**config.mk**
```make
export PLATFORM = sky130hd
export DESIGN_NAME = burst_addr_seq
export DESIGN_NICKNAME = d
export VERILOG_FILES = /design/src/rtl/bseq_pkg.sv /design/src/rtl/bseq_ctrl.sv /design/src/rtl/bseq_dpath.sv /design/src/rtl/burst_addr_seq.sv
export SDC_FILE = /design/constraint.sdc
export NUM_CORES = 1
export LEC_CHECK = 0
export BUFFER_PORTS_ARGS = -buffer_cell sky130_fd_sc_hd__buf_4
export CORE_MARGIN = 2
export CORE_UTILIZATION = 59
export CTS_BUF_LIST = sky130_fd_sc_hd__clkbuf_16
export CTS_CLUSTER_SIZE = 10
export DETAILED_ROUTE_END_ITERATION = 12
export GPL_TIMING_DRIVEN = 0
export PLACE_DENSITY = 0.8
export SYNTH_ARGS = -nofsm -noshare
export SYNTH_HDL_FRONTEND = slang
export SYNTH_HIERARCHICAL = 1
export SYNTH_SLANG_ARGS = --single-unit
```
**constraint.sdc**
```tcl
create_clock -name clk -period 3.1 [get_ports clk]
set_input_delay 0 -clock clk [delete_from_list [all_inputs] [get_ports clk]]
set_output_delay 0 -clock clk [all_outputs]
set_load 0.005 [all_outputs]
```
**src/rtl/bseq_pkg.sv**
```systemverilog
package bseq_pkg;
  localparam int XLAT_W = 4;

  // Decoded burst configuration, held for the length of one burst
  typedef struct packed {
    logic                interleave;
    logic                continuous;
    logic [1:0]          lenLog2;
    logic                yTwo;
    logic                readyEarly;
    logic                fallEdge;
    logic [XLAT_W-1:0]   xLat;
  } burstCfg_t;

  // Strobes from the control to the address datapath
  typedef struct packed {
    logic load;
    logic present;
  } seqStrobe_t;
endpackage

```
**src/rtl/bseq_ctrl.sv**
```systemverilog
module bseq_ctrl
  import bseq_pkg::*;
#(
  parameter int XLAT_MAX = 12
) (
  input  logic       clk,
  input  logic       rstN,
  input  logic [15:0] cfgWord,
  input  logic       wide32,
  input  logic       chipEn,
  input  logic       latchStrobe,
  input  logic       advanceN,
  output seqStrobe_t strobe,
  output burstCfg_t  cfgOut,
  output logic       validOut,
  output logic       readyOut,
  output logic       busy
);
  localparam logic [XLAT_W-1:0] X_TOP = XLAT_W'(XLAT_MAX);
  localparam logic [XLAT_W-1:0] X_MIN = XLAT_W'(2);

  function automatic burstCfg_t decodeCfg(input logic [15:0] w, input logic wide);
    burstCfg_t c;
    c.interleave = w[7];
    c.readyEarly = w[8];
    c.yTwo       = w[9];
    c.fallEdge   = w[6];
    c.xLat       = (w[14:11] < X_MIN || w[14:11] > X_TOP) ? X_TOP : w[14:11];
    c.continuous = (w[2:0] == 3'd7);
    case (w[2:0])
      3'd1:    c.lenLog2 = 2'd1;
      3'd2:    c.lenLog2 = 2'd2;
      3'd3:    c.lenLog2 = wide ? 2'd2 : 2'd3;
      default: c.lenLog2 = 2'd0;
    endcase
    return c;
  endfunction

  burstCfg_t newCfg, cfgQ;
  logic strobePrevQ, activeQ, firstDoneQ, validQ;
  logic [XLAT_W-1:0] waitQ;
  logic [3:0] leftQ;
  logic startReq, due, lastDone, endNow, present, holdNow;

  always_comb begin
    newCfg   = decodeCfg(cfgWord, wide32);
    startReq = latchStrobe & ~strobePrevQ & chipEn & ~cfgWord[15];
    due      = activeQ & (waitQ == '0);
    lastDone = firstDoneQ & (leftQ == '0) & ~cfgQ.continuous;
    endNow   = due & lastDone;
    present  = due & ~lastDone & (~firstDoneQ | ~advanceN);
    holdNow  = due & ~lastDone & ~present;
    strobe.load    = startReq;
    strobe.present = chipEn & ~startReq & present;
  end

  always_ff @(posedge clk or negedge rstN) begin
    if (!rstN) begin
      strobePrevQ <= 1'b0;
      activeQ     <= 1'b0;
      firstDoneQ  <= 1'b0;
      validQ      <= 1'b0;
      waitQ       <= '0;
      leftQ       <= '0;
      cfgQ        <= '0;
    end else begin
      strobePrevQ <= latchStrobe;
      if (!chipEn) begin
        activeQ <= 1'b0;
        validQ  <= 1'b0;
      end else if (startReq) begin
        activeQ    <= 1'b1;
        validQ     <= 1'b0;
        firstDoneQ <= 1'b0;
        waitQ      <= newCfg.xLat - XLAT_W'(1);
        leftQ      <= 4'd1 << newCfg.lenLog2;
        cfgQ       <= newCfg;
      end else if (activeQ) begin
        if (endNow) begin
          activeQ <= 1'b0;
          validQ  <= 1'b0;
        end else if (present) begin
          validQ     <= 1'b1;
          firstDoneQ <= 1'b1;
          waitQ      <= {{(XLAT_W-1){1'b0}}, cfgQ.yTwo};
          leftQ      <= leftQ - 4'd1;
        end else if (holdNow) begin
          validQ <= 1'b1;
        end else begin
          validQ <= 1'b0;
          waitQ  <= waitQ - XLAT_W'(1);
        end
      end
    end
  end

  assign cfgOut   = cfgQ;
  assign validOut = validQ;
  assign busy     = activeQ;
  assign readyOut = chipEn & (cfgQ.readyEarly ? (due & ~lastDone) : validQ);
endmodule

```
**src/rtl/bseq_dpath.sv**
```systemverilog
module bseq_dpath
  import bseq_pkg::*;
#(
  parameter int ADDR_W = 22
) (
  input  logic              clk,
  input  logic              rstN,
  input  seqStrobe_t        strobe,
  input  burstCfg_t         cfg,
  input  logic [ADDR_W-1:0] startAddr,
  input  logic              validIn,
  input  logic              readyIn,
  output logic [ADDR_W-1:0] posAddr,
  output logic [ADDR_W-1:0] beatAddr,
  output logic              beatValid,
  output logic              ready
);
  logic [ADDR_W-1:0] startQ, countQ, addrQ, mask, wrapPos, nextAddr;
  logic [ADDR_W-1:0] negAddrQ;
  logic negValidQ, negReadyQ;

  always_comb begin
    mask     = ~({ADDR_W{1'b1}} << cfg.lenLog2);
    wrapPos  = cfg.interleave ? (startQ ^ countQ) : (startQ + countQ);
    nextAddr = cfg.continuous ? (startQ + countQ)
                              : ((startQ & ~mask) | (wrapPos & mask));
  end

  always_ff @(posedge clk or negedge rstN) begin
    if (!rstN) begin
      startQ <= '0;
      countQ <= '0;
      addrQ  <= '0;
    end else if (strobe.load) begin
      startQ <= startAddr;
      countQ <= '0;
    end else if (strobe.present) begin
      addrQ  <= nextAddr;
      countQ <= countQ + ADDR_W'(1);
    end
  end

  // Half-cycle retiming stage for falling-edge presentation
  always_ff @(negedge clk or negedge rstN) begin
    if (!rstN) begin
      negAddrQ  <= '0;
      negValidQ <= 1'b0;
      negReadyQ <= 1'b0;
    end else begin
      negAddrQ  <= addrQ;
      negValidQ <= validIn;
      negReadyQ <= readyIn;
    end
  end

  assign posAddr   = addrQ;
  assign beatAddr  = cfg.fallEdge ? negAddrQ  : addrQ;
  assign beatValid = cfg.fallEdge ? negValidQ : validIn;
  assign ready     = cfg.fallEdge ? negReadyQ : readyIn;
endmodule

```
**src/rtl/burst_addr_seq.sv**
```systemverilog
module burst_addr_seq
  import bseq_pkg::*;
#(
  parameter int ADDR_W   = 22,
  parameter int XLAT_MAX = 12
) (
  input  logic              clk,
  input  logic              rstN,
  input  logic [15:0]       cfgWord,
  input  logic              wide32,
  input  logic              chipEn,
  input  logic              latchStrobe,
  input  logic [ADDR_W-1:0] startAddr,
  input  logic              advanceN,
  output logic [ADDR_W-1:0] beatAddr,
  output logic              beatValid,
  output logic              ready
);
  seqStrobe_t        strobe;
  burstCfg_t         cfgCur;
  logic              ctlValid, ctlReady, ctlBusy;
  logic [ADDR_W-1:0] posAddr;

  bseq_ctrl #(.XLAT_MAX(XLAT_MAX)) u_ctrl (
    .clk(clk), .rstN(rstN), .cfgWord(cfgWord), .wide32(wide32),
    .chipEn(chipEn), .latchStrobe(latchStrobe), .advanceN(advanceN),
    .strobe(strobe), .cfgOut(cfgCur), .validOut(ctlValid),
    .readyOut(ctlReady), .busy(ctlBusy)
  );

  bseq_dpath #(.ADDR_W(ADDR_W)) u_dpath (
    .clk(clk), .rstN(rstN), .strobe(strobe), .cfg(cfgCur),
    .startAddr(startAddr), .validIn(ctlValid), .readyIn(ctlReady),
    .posAddr(posAddr), .beatAddr(beatAddr), .beatValid(beatValid),
    .ready(ready)
  );
endmodule

```
Yosys cells after proc, flatten, opt, wreduce, memory -nomap -nowiden
Index checks and enable logic that the tools add are counted.
Widths: inputs -> output; s select.
- add/subtract/negate cells: 5
- multipliers: 0
- div/mod/pow operators: 0
- order comparisons: 2
- equal/unequal tests: 7
- shift operators: 2
- mux-type cells: 34
- bitwise gates (word level): 28
- reductions and logical operators: 10
- operators with widths (cell ; count):
    $mux 22 ; 5
    $and 22x22->22 ; 2
    $not 22->22 ; 2
    $mux 4 ; 10
    $add 22x1->22 const B ; 1
    $add 22x22->22 ; 1
    $or 22x22->22 ; 1
    $shl 22x2->22 const A ; 1
    $xor 22x22->22 ; 1
    $mux 1 ; 18
    $and 1x1->1 ; 13
    $sub 4x1->4 const B ; 3
    $logic_not 4->1 ; 2
    $not 1->1 ; 8
    $reduce_and 4->1 ; 2
    $eq 3x2->1 const B ; 2
    $ne 3x1->1 const B ; 2
    $pmux 2 s3 ; 1
    $reduce_bool 2->1 ; 3
    $gt 4x4->1 const B ; 1
    $lt 4x2->1 const B ; 1
    $reduce_and 2->1 ; 2
    $shl 1x2->4 const A ; 1
    $eq 3x1->1 const B ; 1
    other kinds (4) ; 4
- register bits: 109
- bits in latches: 0
- memory bits (writable): 0
- ROM bits: 0
- word-level logic and storage cells: 106
- memories: 0

Longest topological paths before layout
- word-level depth: 14
- gate-level depth with buffers: 13
- depth with buffers taken out: 11

Hierarchy
The synthesis kept the hierarchy.
- by module, submodules not included (module ; instances ; cells each ; area an instance (um^2) ; seq. area each (um^2)):
    bseq_dpath ; 1 ; 442 ; 4797.1 ; 2252.2
    bseq_ctrl ; 1 ; 146 ; 1351.3 ; 575.6

==> results_dict.tcl <==
set metrics [dict create \
    status "finished clean" \
    finalClockSkew_ns 0.009242 \
    fin_crit_sh 0.9553 \
    power.leakage_uw 0.003433 \
    syn_area_per_cell_sq_um 10.46 \
    cts_made_buffers 9 \
    drtPass1Iterations 5 \
    grt_setup_unrepaired "no" \
    drt_iter0_drc 235 \
    fmax_ghz 0.3408 \
    crit_fanout 3 \
    vias 4720 \
    grt-ovfl-total 0 \
    final-hold-violation-count 0 \
    yosys_warnings 6 \
    drc 0 \
    crit_type "reg2reg" \
    start_util 0.6124 \
    ios 68 \
    dieWidth_microns 105.0 \
    fin_nets 756 \
    finalSetupViolations 0 \
    rows 36 \
    fin_util 0.7487 \
    num_antenna_cells 0 \
    cp.required_ns 1.75 \
    synth_nets 647 \
    arrival_ns 1.61 \
    total_power_uw 3893 \
    viasPerCell 5.742 \
    die_h_microns 105.0 \
    drv_slew 0 \
    wl_per_cell_microns 17.26 \
    track_usage 0.2679 \
    cts.reportedPaths.clkPinSlew_ns 0.07 \
    grt_pass1_vias 4732 \
    ir_drop_uv 454.0 \
    grt_first_pass_wirelength_mm 23.14 \
    synth_area_sq_mm 0.006013 \
    worstMarginPinSlew_ns 0.7487 \
    clock_path_buffers 2 \
    p_per_area_mw_per_mm2 529.5 \
    syn_to_final_growth_pct 22.26 \
    startpoint_type "flop" \
    fill_cells 695 \
    final_cell_count_no_fill 822 \
    cap_violations 0 \
    hold_path_class "in2reg" \
    grt_start_max_net_pins 110 \
    post-dp-hpwl_mm 9.903 \
    antenna_found_initial 0 \
    fp.coreArea_sq_mm 0.009819 \
    h-tree-depth 3 \
    period_minus_slack_ns 2.961 \
    cts.sinks 109 \
    cts_root_buffer "clkbuf_16" \
    portBuffers 63 \
    final_layout_size_suffix_gt1_frac 0.2192 \
    netlist_instances 575 \
    hold-worst-slack_ns 0.01999 \
    place_congestion 0.8887 \
    drt-total-wl_mm 14.19 \
    clk_latency_ns 0.36 \
    dp.cells 771 \
    endpoint_kind "flop" \
    cts_tree "yes" \
    relSlewSlack 0.5008 \
    ant_nets 0 \
    die_area_sq_mm 0.01102 \
]
[final timing paths]
kind,slack (ns),cells after the start,startpoint,endpoint
setup / recovery,0.14,6,u_ctrl/leftQ[0],u_dpath/negReadyQ
hold / removal,0.02,3,cfgWord[11],u_ctrl/waitQ[0]
setup reg to reg,0.14,6,u_ctrl/leftQ[0],u_dpath/negReadyQ
hold reg to reg,0.50,2,u_ctrl/cfgOut[4],u_ctrl/cfgOut[4]
max in group asynchronous,0.97,3,rstN,u_dpath/negAddrQ[18]
min in group asynchronous,0.24,3,rstN,u_dpath/startQ[0]
[cell type report]
| class | count | area, sq um | share of cell area |
|---|---|---|---|
| sequential | 109 | 2728 | 0.3710 |
| clock buffer | 11 | 275.3 | 0.03744 |
| timing repair buffer | 100 | 862.1 | 0.1173 |
| inverter | 16 | 60.06 | 0.008169 |
| multi-input combinational | 426 | 3128 | 0.4255 |
| clock inverter | 5 | 30.03 | 0.004084 |
| buffer | 22 | 102.6 | 0.01396 |
| tap | 133 | 166.4 | 0.02263 |
[cell usage in the layout, fill, tap and decap left out, types with 3 or more instances in the layout]
cell / instances
a21oi_1: 31
clkbuf_16: 11
nor3b_1: 9
nor2b_1: 4
inv_1: 16
buf_4: 66
or3_1: 5
xnor2_1: 17
nor2_1: 38
nand2_1: 51
o21ai_1: 17
o21bai_1: 6
dfrtp_1: 85
and3_1: 6
dlygate4sd3_1: 35
nand3_1: 14
a21o_1: 17
a31oi_1: 4
a211o_1: 3
a211oi_1: 4
xor2_1: 21
buf_1: 5
ha_1: 27
mux2i_1: 14
nand2b_1: 5
clkbuf_1: 12
nand4_1: 6
o21a_1: 5
dfrtn_1: 24
nor3_1: 9
mux2_2: 47
o21ai_0: 26
[power by group]
group / internal (uW) / switching [uW]
Combinational: 499 / 445
Sequential: 1610 / 172
Clock: 639 / 525
Total: 2750 / 1140
[per-layer routing]
layer	vias up	wire length (microns)	track usage
met4	0	218	0.07333
met1	2291	6416	0.3537
met5	-	0	0
met2	129	6894	0.4434
met3	20	657	0.06488
li1	2280	-	-
[per-stage QoR]
stage / TNS [ns] / setup WS [ns] / instance area (sq um)
5_1_grt: 0 / 0.009532 / 7352
6_report: 0 / 0.1385 / 7352
3_5_place_dp: -2.477 / -0.1901 / 6653
2_1_floorplan: 0 / 0.1171 / 6013
4_1_cts: 0 / 0.1295 / 7293
3_3_place_gp: -0.9895 / -0.1222 / 6653
[repair_timing]
action,4_1_cts,5_1_grt
resized for setup,1,2
buffers inserted,1,0
pin swaps,0,0
hold endpoints to repair,35,85
hold buffers,33,2
endpoints found under the setup margin,36,6
[registers in the layout, indices dropped and copies added, names as in the netlist]
| register | count |
|---|---|
| u_ctrl/busy | 1 |
| u_ctrl/cfgOut | 7 |
| u_ctrl/firstDoneQ | 1 |
| u_ctrl/leftQ | 4 |
| u_ctrl/strobePrevQ | 1 |
| u_ctrl/validOut | 1 |
| u_ctrl/waitQ | 4 |
| u_dpath/countQ | 22 |
| u_dpath/negAddrQ | 22 |
| u_dpath/negReadyQ | 1 |
| u_dpath/negValidQ | 1 |
| u_dpath/posAddr | 22 |
| u_dpath/startQ | 22 |
[worst max-delay path: stages (launching register included)]
cell and delay, ns:
dfrtp_1 0.41, inv_1 0.09, ha_1 0.15, nor4b_4 0.24, a21oi_1 0.14, mux2i_1 0.15
nor2_1 0.06
Note: power is estimated with default switching activity, not from simulation.
